## src/rtl/rc_frame_pkg.sv

```systemverilog
package rc_frame_pkg;
   localparam int WORD_W = 16;
   localparam int WORD_FULL = 65535;

   typedef enum logic [1:0] {
      PH_IDLE = 2'd0,
      PH_SYNC = 2'd1,
      PH_HIGH = 2'd2,
      PH_LOW  = 2'd3
   } phase_t;
endpackage

```

## src/rtl/rc_chan_regs.sv

```systemverilog
module rc_chan_regs
   import rc_frame_pkg::*;
#(
   parameter int N_CH  = 6,
   parameter int IDX_W = 3
) (
   input  logic                          clk,
   input  logic                          rst_n,
   input  logic                          wr_en,
   input  logic [IDX_W-1:0]              wr_idx,
   input  logic [WORD_W-1:0]             wr_data,
   input  logic                          all_en,
   input  logic [N_CH*WORD_W-1:0]        all_data,
   input  logic                          clr,
   input  logic                          latch,
   output logic [N_CH-1:0][WORD_W-1:0]   act_val,
   output logic                          all_written
);
   logic [N_CH-1:0][WORD_W-1:0] shadow;
   logic [N_CH-1:0]             written;
   logic                        idx_ok;

   assign idx_ok      = int'(wr_idx) < N_CH;
   assign all_written = &written;

   genvar k;
   generate
      for (k = 0; k < N_CH; k++) begin : g_ch
         always_ff @(posedge clk) begin
            if (!rst_n) begin
               shadow[k]  <= '0;
               written[k] <= 1'b0;
            end else begin
               if (all_en) begin
                  shadow[k] <= all_data[k*WORD_W +: WORD_W];
               end else if (wr_en && idx_ok && (int'(wr_idx) == k)) begin
                  shadow[k] <= wr_data;
               end
               if (clr) begin
                  written[k] <= 1'b0;
               end else if (all_en || (wr_en && idx_ok && (int'(wr_idx) == k))) begin
                  written[k] <= 1'b1;
               end
            end
         end

         always_ff @(posedge clk) begin
            if (!rst_n) begin
               act_val[k] <= '0;
            end else if (latch) begin
               act_val[k] <= shadow[k];
            end
         end
      end
   endgenerate
endmodule

```

## src/rtl/rc_map.sv

```systemverilog
module rc_map
   import rc_frame_pkg::*;
#(
   parameter int MIN_US = 1000,
   parameter int MAX_US = 2000,
   parameter int CNT_W  = 14
) (
   input  logic [WORD_W-1:0] val,
   output logic [CNT_W-1:0]  len
);
   localparam int SPAN   = MAX_US - MIN_US;
   localparam int PROD_W = WORD_W + 32;

   logic [PROD_W-1:0] prod;
   logic [PROD_W-1:0] quo;

   assign prod = PROD_W'(val) * PROD_W'(SPAN);
   assign quo  = prod / PROD_W'(WORD_FULL);
   assign len  = CNT_W'(quo) + CNT_W'(MIN_US);
endmodule

```

## src/rtl/rc_sequencer.sv

```systemverilog
module rc_sequencer
   import rc_frame_pkg::*;
#(
   parameter int N_CH     = 6,
   parameter int IDX_W    = 3,
   parameter int CNT_W    = 14,
   parameter int PAUSE_US = 500,
   parameter int SYNC_US  = 12000
) (
   input  logic             clk,
   input  logic             rst_n,
   input  logic             tick,
   input  logic             armed,
   input  logic             clr,
   input  logic [CNT_W-1:0] cur_len,
   output phase_t           phase,
   output logic [IDX_W-1:0] ch,
   output logic             latch
);
   localparam logic [IDX_W-1:0] LAST_CH  = IDX_W'(N_CH - 1);
   localparam logic [CNT_W-1:0] SYNC_RLD = CNT_W'(SYNC_US - 1);
   localparam logic [CNT_W-1:0] HIGH_RLD = CNT_W'(PAUSE_US - 1);
   localparam logic [CNT_W-1:0] LOW_SUB  = CNT_W'(PAUSE_US + 1);

   phase_t           phase_nx;
   logic [IDX_W-1:0] ch_nx;
   logic [CNT_W-1:0] rem, rem_nx;

   always_comb begin
      phase_nx = phase;
      ch_nx    = ch;
      rem_nx   = rem;
      latch    = 1'b0;
      if (clr) begin
         phase_nx = PH_IDLE;
         ch_nx    = '0;
         rem_nx   = '0;
      end else if (phase == PH_IDLE) begin
         if (armed) begin
            phase_nx = PH_SYNC;
            rem_nx   = SYNC_RLD;
            latch    = 1'b1;
         end
      end else if (tick) begin
         if (rem != '0) begin
            rem_nx = rem - 1'b1;
         end else begin
            case (phase)
               PH_SYNC: begin
                  phase_nx = PH_HIGH;
                  ch_nx    = '0;
                  rem_nx   = HIGH_RLD;
               end
               PH_HIGH: begin
                  phase_nx = PH_LOW;
                  rem_nx   = cur_len - LOW_SUB;
               end
               PH_LOW: begin
                  if (ch == LAST_CH) begin
                     phase_nx = PH_SYNC;
                     rem_nx   = SYNC_RLD;
                     latch    = 1'b1;
                  end else begin
                     phase_nx = PH_HIGH;
                     ch_nx    = ch + 1'b1;
                     rem_nx   = HIGH_RLD;
                  end
               end
               default: phase_nx = PH_IDLE;
            endcase
         end
      end
   end

   always_ff @(posedge clk) begin
      if (!rst_n) begin
         phase <= PH_IDLE;
         ch    <= '0;
         rem   <= '0;
      end else begin
         phase <= phase_nx;
         ch    <= ch_nx;
         rem   <= rem_nx;
      end
   end
endmodule

```

## src/rtl/rc_out_stage.sv

```systemverilog
module rc_out_stage
   import rc_frame_pkg::*;
#(
   parameter int              N_CH       = 6,
   parameter int              IDX_W      = 3,
   parameter logic [N_CH-1:0] SERVO_MASK = '1,
   parameter bit              PPM_EN     = 1'b1
) (
   input  phase_t           phase,
   input  logic [IDX_W-1:0] ch,
   output logic             ppm_out,
   output logic [N_CH-1:0]  servo_out
);
   logic in_slot;
   assign in_slot = (phase == PH_HIGH) || (phase == PH_LOW);

   generate
      if (PPM_EN) begin : g_ppm
         assign ppm_out = (phase == PH_HIGH);
      end else begin : g_no_ppm
         assign ppm_out = 1'b0;
      end
   endgenerate

   genvar k;
   generate
      for (k = 0; k < N_CH; k++) begin : g_servo
         if (SERVO_MASK[k]) begin : g_on
            assign servo_out[k] = in_slot && (ch == IDX_W'(k));
         end else begin : g_off
            assign servo_out[k] = 1'b0;
         end
      end
   endgenerate
endmodule

```

## src/rtl/rc_frame_gen.sv

```systemverilog
module rc_frame_gen
   import rc_frame_pkg::*;
#(
   parameter int              N_CH       = 6,
   parameter int              MIN_US     = 1000,
   parameter int              MAX_US     = 2000,
   parameter int              PAUSE_US   = 500,
   parameter int              SYNC_US    = 12000,
   parameter logic [N_CH-1:0] SERVO_MASK = '1,
   parameter bit              PPM_EN     = 1'b1,
   parameter bit              PERSIST    = 1'b0,
   localparam int             IDX_W      = (N_CH > 1) ? $clog2(N_CH) : 1,
   localparam int             SPAN_MAX   = (MAX_US > SYNC_US) ? MAX_US : SYNC_US,
   localparam int             CNT_W      = $clog2(SPAN_MAX + 1)
) (
   input  logic                     clk,
   input  logic                     rst_n,
   input  logic                     us_tick,
   input  logic                     wr_en,
   input  logic [IDX_W-1:0]         wr_idx,
   input  logic [15:0]              wr_data,
   input  logic                     all_en,
   input  logic [N_CH*16-1:0]       all_data,
   input  logic                     host_release,
   output logic                     ppm_out,
   output logic [N_CH-1:0]          servo_out
);
   generate
      if (N_CH < 1 || PAUSE_US < 1 || SYNC_US < 1) begin : g_bad_size
         $error("rc_frame_gen: channel count, pause and sync must be positive");
      end
      if (MIN_US <= PAUSE_US || MAX_US < MIN_US) begin : g_bad_range
         $error("rc_frame_gen: need PAUSE_US < MIN_US <= MAX_US");
      end
   endgenerate

   logic [N_CH-1:0][WORD_W-1:0] act_val;
   logic [N_CH-1:0][CNT_W-1:0]  len;
   logic                        all_written;
   logic                        latch;
   logic                        clr;
   phase_t                      phase;
   logic [IDX_W-1:0]            ch;
   logic [CNT_W-1:0]            cur_len;

   generate
      if (PERSIST) begin : g_persist
         assign clr = 1'b0;
      end else begin : g_release
         assign clr = host_release;
      end
   endgenerate

   rc_chan_regs #(.N_CH(N_CH), .IDX_W(IDX_W)) u_regs (
      .clk         (clk),
      .rst_n       (rst_n),
      .wr_en       (wr_en),
      .wr_idx      (wr_idx),
      .wr_data     (wr_data),
      .all_en      (all_en),
      .all_data    (all_data),
      .clr         (clr),
      .latch       (latch),
      .act_val     (act_val),
      .all_written (all_written)
   );

   genvar k;
   generate
      for (k = 0; k < N_CH; k++) begin : g_map
         rc_map #(.MIN_US(MIN_US), .MAX_US(MAX_US), .CNT_W(CNT_W)) u_map (
            .val (act_val[k]),
            .len (len[k])
         );
      end
   endgenerate

   assign cur_len = len[ch];

   rc_sequencer #(
      .N_CH(N_CH), .IDX_W(IDX_W), .CNT_W(CNT_W),
      .PAUSE_US(PAUSE_US), .SYNC_US(SYNC_US)
   ) u_seq (
      .clk     (clk),
      .rst_n   (rst_n),
      .tick    (us_tick),
      .armed   (all_written),
      .clr     (clr),
      .cur_len (cur_len),
      .phase   (phase),
      .ch      (ch),
      .latch   (latch)
   );

   rc_out_stage #(
      .N_CH(N_CH), .IDX_W(IDX_W), .SERVO_MASK(SERVO_MASK), .PPM_EN(PPM_EN)
   ) u_out (
      .phase     (phase),
      .ch        (ch),
      .ppm_out   (ppm_out),
      .servo_out (servo_out)
   );
endmodule

```

## config.mk

```make
export PLATFORM = sky130hd
export DESIGN_NAME = rc_frame_gen
export DESIGN_NICKNAME = d
export VERILOG_FILES = /design/src/rtl/rc_frame_pkg.sv /design/src/rtl/rc_chan_regs.sv /design/src/rtl/rc_map.sv /design/src/rtl/rc_sequencer.sv /design/src/rtl/rc_out_stage.sv /design/src/rtl/rc_frame_gen.sv
export SDC_FILE = /design/constraint.sdc
export NUM_CORES = 2
export LEC_CHECK = 0
export ABC_AREA = 1
export CELL_PAD_IN_SITES_DETAIL_PLACEMENT = 0
export CELL_PAD_IN_SITES_GLOBAL_PLACEMENT = 1
export CORE_ASPECT_RATIO = 1.75
export CORE_MARGIN = 2
export CORE_UTILIZATION = 46
export DETAILED_ROUTE_END_ITERATION = 10
export GPL_TIMING_DRIVEN = 0
export PLACE_DENSITY = 0.84
export REMOVE_ABC_BUFFERS = 1
export SKIP_LAST_GASP = 1
export SYNTH_ARGS = -nofsm -noshare
export SYNTH_HDL_FRONTEND = slang
export SYNTH_SLANG_ARGS = --single-unit
```

## constraint.sdc

```tcl
create_clock -name clk -period 15.2 [get_ports clk]
set_input_delay 1.52 -clock clk [delete_from_list [all_inputs] [get_ports clk]]
set_output_delay 1.52 -clock clk [all_outputs]
set_load 0.005 [all_outputs]
```

==> metrics.md <==
| Metric | Value |
|---|---|
| Global-route wire length before repair | 284000 um |
| Total Power | 1.37 mW |
| Fmax | 70.8 MHz |
| Post-layout minimum cycle time | 14130 ps |
| Clock buffer depth | 3 |
| CTS Sinks | 217 |
| Failing checks | capacitance limit, slew limit |
| P per Cell Area | 23.5 nW/um^2 |
| Max-slew violations | 28 |
| Hpwl dp | 153000 um |
| DRT antenna net count | 0 |
| Largest net degree at the start of global routing | 80 |
| Iteration count of the initial detailed-routing pass | 6 |
| Yosys warns | 0 |
| Post-route insts no fill | 10900 |
| Syn Area/Cell | 5.77 um^2 |
| Critical path's slowest cell | fa_1 |
| Vias | 57700 |
| Critical Path Fanout Max | 25 |
| Clk pin slew, worst setup/hold paths | 70 ps |
| Sequential-to-total area share from yosys stat | 0.0807 |
| DRC errors left | 0 |
| P&R area growth vs syn | 8.15% |
| Via/cell ratio | 5.30 |
| Die Area | 120000 um^2 |
| Worst-margin pin slew | 1670 ps |
| Most frequent CP cell | nand2_1 |
| RSZ-0062 raised after global routing | yes |
| Final GP Congestion | 0.962 |
| Hold Vio Cnt, Final | 0 |
| Die H | 457 um |
| Peak supply drop | 0.0762 mV |
| I/O Buffers | 127 |
| Worst slew margin | -0.118 |
| Vias in the first global route | 56800 |
| Layout cells sized above 1 | 0.0805 |
| Placed insts | 10800 |
| Layout Skew | 29.9 ps |
| Leak | 29.5 nW |
| Fillers | 12600 |
| Post-synth EDFFs | 0 |
| Root buffer cell | clkbuf_16 |
| Final worst setup slack | 1070 ps |
| Die W | 263 um |
| Area leader, netlist | nand2_1 |
| Final Setup Violations | 0 |
| Routed WL | 180000 um |
| Routed WL per cell | 16.5 um |
| MaxCap Viol Count | 4 |
| Period utilization | 0.930 |
| Synth top cells by count | nand2_1 (2887), inv_1 (1459), nor2_1 (1024), nand3_1 (920), o21ai_0 (363) |
| Starting Density | 0.462 |
| CTS Buf Count | 24 |
| Netlist cell types | 82 |
| WS Path Type | reg2reg |
| CP Launch Type | register |
| Worst skew pair latency | 590 ps |
| Boundary pin count | 128 |
| Ys flop type | dfxtp_1 |
| Top post-synthesis cells by area | nand2_1 (20%), fa_1 (12%), inv_1 (10%) |
| DP Worst Slack | -1390 ps |
| Top-count cell post-synth | nand2_1 |
| Core area | 117000 um^2 |
| DRT iter0 DRCs | 2964 |
| Crit path largest cell delay | 510 ps |
| Status | finished, violations left |
| Mapped Cells | 9323 |
| Nets | 10200 |
| FP Rows | 166 |
| Worst path arrival time | 14570 ps |
| Worst min-delay path class | reg2reg |
| FFs w/ async S/R, synth | 0 |
| H-tree levels | 1 |
| GRT Util Overall | 0.291 |
| Netlist Area Pre-Place | 53800 um^2 |
| CP endpoint kind | register |
| Area share of the largest cell type after synthesis | 0.201 |
| Req. time, crit path | 15640 ps |
| Grt total ovfl | 0 |
| CTS tree | yes |
| Antenna violations before repair | 12 |
| Yosys reg bits | 217 |
## flip-flops by register name, summed over array words and instances (netlist names)
name	cells
u_seq.phase	2
u_regs.act_val	96
u_seq.ch	3
u_regs.shadow	96
u_seq.rem	14
u_regs.written	6
## report_power, final
| group | total, mW | internal (mW) | switching, mW |
|---|---|---|---|
| Sequential | 0.598 | 0.588 | 0.00983 |
| Combinational | 0.133 | 0.0515 | 0.0815 |
| Clock | 0.638 | 0.364 | 0.275 |
## path summary, 6_finish.rpt
check | endpoint | startpoint | slack (ps) | depth (start not counted)
max reg2reg | u_seq.rem[11]$_SDFFE_PP0P_ | u_regs.act_val[59]$_SDFFE_PN0P_ | 1070 | 79
max | u_seq.rem[11]$_SDFFE_PP0P_ | u_regs.act_val[59]$_SDFFE_PN0P_ | 1070 | 79
min | u_seq.rem[0]$_SDFFE_PP0P_ | u_seq.rem[0]$_SDFFE_PP0P_ | 470 | 2
min reg2reg | u_seq.rem[0]$_SDFFE_PP0P_ | u_seq.rem[0]$_SDFFE_PP0P_ | 470 | 2
## cell usage in the layout (no fill, tap or decap), types with 12 or more instances in the layout
cell,count
nand2_4,56
nor3_1,73
nand3_1,914
o211ai_1,42
and2_1,12
clkinv_1,12
nor2_4,41
nor2_1,976
o21ai_0,356
a21oi_2,20
dfxtp_2,14
a21oi_1,330
o21ai_1,29
nand3_2,47
dfxtp_1,203
a31oi_1,76
clkdlybuf4s50_1,125
nand2_8,17
xnor2_1,63
inv_2,46
nand2_1,2876
o21bai_1,18
nand3b_1,40
clkbuf_16,24
inv_1,1450
nand2_2,192
nand3_4,20
buf_4,42
xor2_1,109
fa_1,324
or2_2,17
o21ai_2,12
nand4_1,156
ha_1,348
nor2_2,120
## logic make-up (layout without fill, tap and decap cells)
kind of cell | count (synthesis) | count (layout) | share of synthesized area
other cells | 0 | 4 | 0
buf+inv | 1702 | 1744 | 0.131
xor+xnor | 181 | 181 | 0.0295
flops | 217 | 217 | 0.0807
simple gates | 5589 | 5604 | 0.457
compound gates | 962 | 962 | 0.101
fa+ha+maj | 672 | 672 | 0.201
## critical path: cells and delay by family (launching register included)
family | cells | cell delay (ps)
DFF | 1 | 440
AOI/OAI and AO/OA | 13 | 2040
buffers and inverters | 7 | 770
adders and majority gates | 6 | 2540
and+or+nand+nor | 52 | 7880
xor gates and xnor gates | 1 | 250
## layout make-up
class / count / area, um^2 / share of cell area
Antenna cell: 4 / 10.0 / 0.000172
Multi-Input combinational cell: 7419 / 43500 / 0.747
Sequential cell: 217 / 4360 / 0.0749
Timing Repair Buffer: 185 / 1910 / 0.0328
Clock inverter: 14 / 201 / 0.00346
Tap cell: 1512 / 1890 / 0.0325
Inverter: 1519 / 5730 / 0.0984
Clock buffer: 26 / 618 / 0.0106
## what timing repair did
action	CTS	global route
setup buffers	7	36
hold buffers	0	0
resized for setup	27	176
endpoints found under the setup margin	14	14
hold endpoints to repair	0	0
pin swaps	4	24
cloned	1	14
## routing by layer
metal | GRT usage | vias up | part of all wire
li1 | - | 29600 | -
met5 | 0 | - | 0.00064
met3 | 0.0246 | 490 | 0.033
met4 | 0.192 | 18 | 0.075
met2 | 0.580 | 1182 | 0.54
met1 | 0.282 | 26500 | 0.35
## per-stage QoR
stage                     hold WS (ps)  instance area, um^2   util  setup TNS [ps]
after detailed placement           455                56000  0.480          -13180
after global placement             453                55700  0.478           -9530
final                              468                58200  0.500               0
after CTS                          465                57000  0.489               0
after floorplan                    445                52500      -               0
after global routing               487                58200  0.499           -94.8
No activity file was read; power rests on OpenSTA's default activity.
